`config.mk`:
```
export PLATFORM = sky130hd
export DESIGN_NAME = bcd_rtc_core
export DESIGN_NICKNAME = d
export VERILOG_FILES = /design/src/rtl/rtc_pkg.sv /design/src/rtl/rtc_calendar.sv /design/src/rtl/rtc_alarm.sv /design/src/rtl/bcd_rtc_core.sv
export SDC_FILE = /design/constraint.sdc
export NUM_CORES = 1
export LEC_CHECK = 0
export BUFFER_PORTS_ARGS = -buffer_cell sky130_fd_sc_hd__buf_2
export CAP_MARGIN = 40
export CORE_UTILIZATION = 30
export CTS_CLUSTER_DIAMETER = 150
export CTS_CLUSTER_SIZE = 14
export DETAILED_ROUTE_END_ITERATION = 8
export PLACE_DENSITY_LB_ADDON = 0.25
export SLEW_MARGIN = 20
export SYNTH_ARGS = -nofsm -noshare
export SYNTH_HDL_FRONTEND = slang
export SYNTH_SLANG_ARGS = --single-unit
```
`constraint.sdc`:
```
create_clock -name clk -period 2.4 [get_ports clk]
set_input_delay 0.12 -clock clk [delete_from_list [all_inputs] [get_ports clk]]
set_output_delay 0.12 -clock clk [all_outputs]
set_load 0.02 [all_outputs]
```
`src/rtl/rtc_pkg.sv`:
```
// Shared constants and helpers for the BCD calendar clock.
// Assumes six time fields in the fixed order sec, min, hour, day, month, year.
package rtc_pkg;
    localparam int NF     = 6;
    localparam int F_SEC  = 0;
    localparam int F_MIN  = 1;
    localparam int F_HOUR = 2;
    localparam int F_DAY  = 3;
    localparam int F_MON  = 4;
    localparam int F_YEAR = 5;

    localparam logic [3:0] A_TIME0 = 4'h0;
    localparam logic [3:0] A_CTRL  = 4'h6;
    localparam logic [3:0] A_ALM0  = 4'h8;
    localparam logic [3:0] A_ACTRL = 4'hE;
    localparam logic [3:0] A_PEND  = 4'hF;

    // Add one to a packed-BCD byte (caller handles the field limit).
    function automatic logic [7:0] bcd_inc(input logic [7:0] v);
        if (v[3:0] >= 4'd9) return {v[7:4] + 4'd1, 4'd0};
        else                return {v[7:4], v[3:0] + 4'd1};
    endfunction

    // Last valid day (BCD) of a BCD month within a BCD two-digit year.
    function automatic logic [7:0] last_day(input logic [7:0] mon, input logic [7:0] yr);
        logic leap;
        // Multiple of four: even tens with units 0/4/8, odd tens with units 2/6.
        if (!yr[4]) leap = (yr[3:0] == 4'd0) || (yr[3:0] == 4'd4) || (yr[3:0] == 4'd8);
        else        leap = (yr[3:0] == 4'd2) || (yr[3:0] == 4'd6);
        case (mon)
            8'h02:                      return leap ? 8'h29 : 8'h28;
            8'h04, 8'h06, 8'h09, 8'h11: return 8'h30;
            default:                    return 8'h31;
        endcase
    endfunction
endpackage

```
`src/rtl/rtc_calendar.sv`:
```
// Calendar counter: six packed-BCD fields advanced by one second per step.
// Assumes step is already qualified by the run bit; any host write mask
// drops the step for the whole cycle so all fields stay coherent.
module rtc_calendar
    import rtc_pkg::*;
(
    input  logic                clk,
    input  logic                rst_n,
    input  logic                step,
    input  logic [NF-1:0]       wr_mask,
    input  logic [7:0]          wr_data,
    output logic [NF-1:0][7:0]  time_q
);
    logic [NF-1:0][7:0] lim;
    logic [NF-1:0][7:0] flr;
    logic [NF-1:0][7:0] nxt;
    logic [NF:0]        carry;

    // Per-field wrap limit; the day limit follows month and year.
    always_comb begin
        lim[F_SEC]  = 8'h59;
        lim[F_MIN]  = 8'h59;
        lim[F_HOUR] = 8'h23;
        lim[F_DAY]  = last_day(time_q[F_MON], time_q[F_YEAR]);
        lim[F_MON]  = 8'h12;
        lim[F_YEAR] = 8'h99;
    end

    // Per-field value after wrapping, also the reset value.
    always_comb begin
        flr          = '0;
        flr[F_DAY]   = 8'h01;
        flr[F_MON]   = 8'h01;
    end

    assign carry[0] = step;

    genvar gi;
    generate
        for (gi = 0; gi < NF; gi++) begin : g_field
            // Ripple carry: a field moves when all lower fields are at their limit.
            assign carry[gi+1] = carry[gi] && (time_q[gi] == lim[gi]);
            assign nxt[gi] = !carry[gi]            ? time_q[gi] :
                             (time_q[gi] == lim[gi]) ? flr[gi] : bcd_inc(time_q[gi]);
        end
    endgenerate

    // Time registers: host write wins over the step in the same cycle.
    always_ff @(posedge clk) begin
        if (!rst_n) begin
            time_q <= flr;
        end else if (|wr_mask) begin
            for (int i = 0; i < NF; i++)
                if (wr_mask[i]) time_q[i] <= wr_data;
        end else begin
            time_q <= nxt;
        end
    end

    AST_STOPPED_HOLDS: assert property (@(posedge clk) disable iff (!rst_n)
        (!step && !(|wr_mask)) |=> $stable(time_q));
    AST_SEC_WRAP: assert property (@(posedge clk) disable iff (!rst_n)
        (step && !(|wr_mask) && time_q[F_SEC] == 8'h59) |=> (time_q[F_SEC] == 8'h00));
    AST_MIN_SAME_EDGE: assert property (@(posedge clk) disable iff (!rst_n)
        (step && !(|wr_mask) && time_q[F_SEC] == 8'h59 && time_q[F_MIN] == 8'h59)
        |=> (time_q[F_MIN] == 8'h00 && time_q[F_SEC] == 8'h00));
    AST_YEAR_WRAP: assert property (@(posedge clk) disable iff (!rst_n)
        (step && !(|wr_mask) && carry[F_YEAR] && time_q[F_YEAR] == 8'h99)
        |=> (time_q[F_YEAR] == 8'h00));
    AST_WRITE_WINS: assert property (@(posedge clk) disable iff (!rst_n)
        (step && wr_mask[F_SEC]) |=> (time_q[F_SEC] == $past(wr_data)));
endmodule

```
`src/rtl/rtc_alarm.sv`:
```
// Alarm bytes, alarm control and pending flag with edge-triggered set.
// Assumes control bit 0 is the global enable and bit i+1 enables field i.
module rtc_alarm
    import rtc_pkg::*;
(
    input  logic                clk,
    input  logic                rst_n,
    input  logic [NF-1:0][7:0]  time_q,
    input  logic [NF-1:0]       alm_wr_mask,
    input  logic                actrl_wr,
    input  logic                pend_wr,
    input  logic [7:0]          wr_data,
    output logic [NF-1:0][7:0]  alm_q,
    output logic [NF:0]         actrl_q,
    output logic                pend_q
);
    logic [NF-1:0] field_ok;
    logic          hit;
    logic          hit_q;
    logic          hit_rise;
    logic          clr;

    genvar gi;
    generate
        for (gi = 0; gi < NF; gi++) begin : g_cmp
            // A disabled field counts as matching.
            assign field_ok[gi] = !actrl_q[gi+1] || (alm_q[gi] == time_q[gi]);
        end
    endgenerate

    assign hit      = actrl_q[0] && (|actrl_q[NF:1]) && (&field_ok);
    assign hit_rise = hit && !hit_q;
    assign clr      = pend_wr && wr_data[0];

    // Alarm field and control storage written by the host.
    always_ff @(posedge clk) begin
        if (!rst_n) begin
            alm_q   <= '0;
            actrl_q <= '0;
        end else begin
            for (int i = 0; i < NF; i++)
                if (alm_wr_mask[i]) alm_q[i] <= wr_data;
            if (actrl_wr) actrl_q <= wr_data[NF:0];
        end
    end

    // Edge detector and pending flag; a new edge beats a clear.
    always_ff @(posedge clk) begin
        if (!rst_n) begin
            hit_q  <= 1'b0;
            pend_q <= 1'b0;
        end else begin
            hit_q <= hit;
            if (hit_rise)  pend_q <= 1'b1;
            else if (clr)  pend_q <= 1'b0;
        end
    end

    AST_PEND_ON_EDGE: assert property (@(posedge clk) disable iff (!rst_n)
        $rose(pend_q) |-> $past(hit && !hit_q));
    AST_CLEAR_WORKS: assert property (@(posedge clk) disable iff (!rst_n)
        (clr && !hit_rise) |=> !pend_q);
    AST_ZERO_CTRL_QUIET: assert property (@(posedge clk) disable iff (!rst_n)
        (actrl_wr && wr_data[NF:0] == '0) |=> !hit);
    AST_KEEP_PEND: assert property (@(posedge clk) disable iff (!rst_n)
        (pend_q && !clr) |=> pend_q);
endmodule

```
`src/rtl/bcd_rtc_core.sv`:
```
// Top of the BCD calendar clock: address decode, run bit, read mux.
// Assumes ADDR_W >= 4; reads are combinational from bus_addr.
module bcd_rtc_core
    import rtc_pkg::*;
#(
    parameter int ADDR_W = 4
) (
    input  logic              clk,
    input  logic              rst_n,
    input  logic              sec_tick,
    input  logic [ADDR_W-1:0] bus_addr,
    input  logic              bus_wr,
    input  logic [7:0]        bus_wdata,
    output logic [7:0]        bus_rdata,
    output logic              alarm_irq
);
    logic [NF-1:0][7:0] time_q;
    logic [NF-1:0][7:0] alm_q;
    logic [NF:0]        actrl_q;
    logic               pend_q;
    logic               run_q;
    logic [NF-1:0]      time_wr;
    logic [NF-1:0]      alm_wr;
    logic               ctrl_wr;
    logic               actrl_wr;
    logic               pend_wr;

    genvar gi;
    generate
        for (gi = 0; gi < NF; gi++) begin : g_dec
            // Field write strobes for time and alarm bytes.
            assign time_wr[gi] = bus_wr && (bus_addr == ADDR_W'(A_TIME0) + ADDR_W'(gi));
            assign alm_wr[gi]  = bus_wr && (bus_addr == ADDR_W'(A_ALM0) + ADDR_W'(gi));
        end
    endgenerate

    assign ctrl_wr  = bus_wr && (bus_addr == ADDR_W'(A_CTRL));
    assign actrl_wr = bus_wr && (bus_addr == ADDR_W'(A_ACTRL));
    assign pend_wr  = bus_wr && (bus_addr == ADDR_W'(A_PEND));

    // Run bit storage.
    always_ff @(posedge clk) begin
        if (!rst_n)       run_q <= 1'b0;
        else if (ctrl_wr) run_q <= bus_wdata[0];
    end

    rtc_calendar u_cal (
        .clk     (clk),
        .rst_n   (rst_n),
        .step    (sec_tick && run_q),
        .wr_mask (time_wr),
        .wr_data (bus_wdata),
        .time_q  (time_q)
    );

    rtc_alarm u_alm (
        .clk         (clk),
        .rst_n       (rst_n),
        .time_q      (time_q),
        .alm_wr_mask (alm_wr),
        .actrl_wr    (actrl_wr),
        .pend_wr     (pend_wr),
        .wr_data     (bus_wdata),
        .alm_q       (alm_q),
        .actrl_q     (actrl_q),
        .pend_q      (pend_q)
    );

    // Read mux; unmapped addresses return zero.
    always_comb begin
        bus_rdata = 8'h00;
        for (int i = 0; i < NF; i++) begin
            if (bus_addr == ADDR_W'(A_TIME0) + ADDR_W'(i)) bus_rdata = time_q[i];
            if (bus_addr == ADDR_W'(A_ALM0) + ADDR_W'(i))  bus_rdata = alm_q[i];
        end
        if (bus_addr == ADDR_W'(A_CTRL))  bus_rdata = {7'd0, run_q};
        if (bus_addr == ADDR_W'(A_ACTRL)) bus_rdata = 8'(actrl_q);
        if (bus_addr == ADDR_W'(A_PEND))  bus_rdata = {7'd0, pend_q};
    end

    assign alarm_irq = pend_q;

    AST_IRQ_MIRRORS_PEND: assert property (@(posedge clk) disable iff (!rst_n)
        (pend_wr && bus_wdata[0] == 1'b0 && alarm_irq) |=> alarm_irq);
    AST_RUN_STOP: assert property (@(posedge clk) disable iff (!rst_n)
        (!run_q && !(|time_wr)) |=> $stable(time_q));
endmodule

```
==> results.json <==
{
  "status": "complete, no violations",
  "wl_um": 26100,
  "drc": 0,
  "wl_per_cell_um": 20.1,
  "final_area_um2": 8590,
  "ys_warn_count": 0,
  "reg2reg_slack_ns": 0.08,
  "dp_slack_ns": 0.0391,
  "finalPower_mw": 3.87,
  "relSlewSlack": 0.479,
  "diodes": 0,
  "synth-seq-cells": 106,
  "fin_ws_ns": 0.0183,
  "antenna_found_initial": 0,
  "grt_pass1_vias": 6545,
  "synth.cell_area_um2": 7300,
  "reg2reg_to": "u_cal.time_q[28]",
  "placed_cell_area_um2": 8170,
  "grt_max_degree": 85,
  "overflow": 0,
  "cp_max_fo": 5,
  "r2r_start": "u_cal.time_q[36]",
  "syn2layout_area_growth_pct": 17.7,
  "ys_top_cells_by_area": "dfxtp_1 29%, mux2i_1 8.8%, ha_1 5.8%, nor2_1 5.1%, o21ai_0 4.9%",
  "grt_util_all_layers": 0.211,
  "pin_count": 25,
  "viasPerCell": 5.47,
  "die_w_um": 158,
  "ys_seq_area_frac": 0.291,
  "cts_hold_buf": 0,
  "worst_pin_slew_ns": 0.776,
  "crit_arrival_ns": 2.26,
  "cts_tree": "done",
  "synth_fp_nets": 963,
  "htreeDepth": 3,
  "clockBufferDepth": 2,
  "clk_latency_ns": 0.37,
  "hold_depth": 3,
  "io_buffers": 24,
  "place_inst": 1274,
  "synth_edf_count": 0,
  "p_leak_nw": 3.33,
  "dieArea_um2": 25000,
  "start_util": 0.308,
  "cp-start-kind": "register",
  "hold_class": "in2reg",
  "required_ns": 2.28,
  "numCtsBuffers": 9,
  "power_density_nw_per_um2": 450,
  "async_flop_share": 0,
  "setup_viol": 0,
  "final_util": 0.363,
  "vias": 7096,
  "clkSlewWorstSetupHoldPaths_ns": 0.08,
  "drive_above_1_share": 0.163,
  "worstSetupPathType": "reg2out",
  "fin_crit_sh": 0.992,
  "cp-end-kind": "primary output",
  "cts_sinks": 106,
  "die_y_um": 158,
  "crit_start": "u_cal.time_q[11]",
  "drt_iter0_markers": 641,
  "fin_cells": 1298,
  "globalplace.congestion": 0.919,
  "synth_top_cell_area_share": 0.291,
  "maxCapViolCount": 0,
  "crit_end": "bus_rdata[3]",
  "synth_cell_types": 76,
  "r2r.worst_path.cells": 9,
  "synth_top_cell_by_area": "dfxtp_1",
  "cts_root_buffer": "clkbuf_16",
  "vdd_drop_max_mv": 0.335,
  "synthFlopType": "dfxtp_1",
  "fmax_mhz": 420,
  "drv_slew": 0,
  "synth_cells": 913,
  "rows": 56,
  "hpwl_um": 19200,
  "finalSetupTns_ns": 0,
  "detail-route-antenna-nets": 0,
  "final-hold-violation-count": 0,
  "nNetsFinal": 1024,
  "first_pass_iters": 6,
  "coreArea_um2": 23700,
  "grt_pass1_wl_um": 39100,
  "grt_setup_unrepaired": "yes",
  "min_period_ns": 2.38,
  "worst_hold_slack_ns": 0.151,
  "finClkSkew_ns": 0.0138,
  "avgSynthCellArea_um2": 8.00
}
==> area by class of cell <==
class,instances,area (µm²)
flip-flops and latches,106,2120
inverters,35,131
repair buffers,106,766
fillers,2571,15100
multi-input cells,716,4870
well taps,319,399
clock inverters,7,77.6
clock buffers,9,225
==> cells in the final DEF (no fill, tap or decap), types with 8 or more instances in the layout <==
master	instances
nor2b_1	11
nor3_1	12
a211oi_1	9
xor2_1	11
inv_1	34
mux2i_1	64
ha_1	32
nand3_1	34
o211ai_1	12
o31ai_1	11
xnor2_1	40
nand2b_1	8
nand4_1	18
nor2_1	100
a21oi_1	47
nor3b_1	11
nand2_1	86
dfxtp_1	106
a31oi_1	14
o21ai_0	70
buf_4	82
and2_1	9
o22ai_1	11
clkbuf_16	9
buf_2	22
==> timing repair <==
action	4_1_cts	5_1_grt
endpoints found under the hold margin	0	0
gates resized for setup	0	14
buffers inserted	0	8
setup endpoints to repair	0	20
==> critical path, stage by stage, from the launching register on <==
cell	delay, ns
dfxtp_1	0.32
buf_4	0.16
mux4_2	0.47
and2_1	0.18
a31oi_1	0.16
nor2_1	0.08
o21ai_1	0.14
o211ai_1	0.17
buf_4	0.21
==> worst min-delay path by stage <==
stage                            end    startpoint  slack [ns]
detailed placement      u_alm.pend_q   u_alm.hit_q        0.41
floorplan             u_alm.alm_q[2]  bus_wdata[2]        0.26
global route        u_alm.actrl_q[3]  bus_wdata[3]        0.15
global placement        u_alm.pend_q   u_alm.hit_q        0.42
CTS                 u_alm.actrl_q[1]  bus_wdata[1]        0.14
finish              u_alm.actrl_q[1]  bus_wdata[1]        0.15
==> per-layer routing <==
layer / wire length [µm] / track usage
met1: 12100 / 0.292
met4: 608 / 0.0696
met5: 0 / 0
met2: 11700 / 0.331
met3: 1600 / 0.0339
==> where the power goes <==
group | total, mW | internal, mW | switching [mW]
registers | 1.80 | 1.78 | 0.0230
clock network | 1.58 | 0.820 | 0.762
logic | 0.482 | 0.159 | 0.323
total | 3.87 | 2.76 | 1.11
==> cells by family (layout without fill, tap and decap cells) <==
logic type / count (synthesis) / in the layout / share of synthesized area
AO/OA/AOI/OAI: 234 / 234 / 0.208
XOR/XNOR: 51 / 51 / 0.0612
adder cells (fa/ha/maj): 34 / 34 / 0.0583
buffers and inverters: 91 / 157 / 0.0495
flip-flops: 106 / 106 / 0.291
multiplexers: 73 / 73 / 0.112
AND/OR/NAND/NOR: 324 / 324 / 0.220
==> state kept, by name (all words and copies together), names as in the netlist <==
register and cells:
u_alm.alm_q 48, u_alm.actrl_q 7, u_cal.time_q 48, u_alm.pend_q 1, u_alm.hit_q 1, run_q 1
==> cell usage after synthesis, drive strengths merged (3+ instances only) <==
cell type    n
and3         6
a22oi        4
a221oi       3
a21oi       48
mux4         7
xnor2       40
o21a         6
clkbuf      44
nand3       35
a21boi       3
nand4       18
a31oi       14
o22ai       11
xor2        11
ha          34
nor3        14
o21bai       5
buf         12
o32ai        4
nand2       86
inv         35
o21ai       72
nor3b       11
o31ai       12
nor2b       11
o2111ai      4
a211oi      10
or2          3
o211ai      12
and2        10
mux2i       64
nor2       100
nor4         6
nand2b       8
or3          4
dfxtp      106
Note: power is estimated with default switching activity, not from simulation.
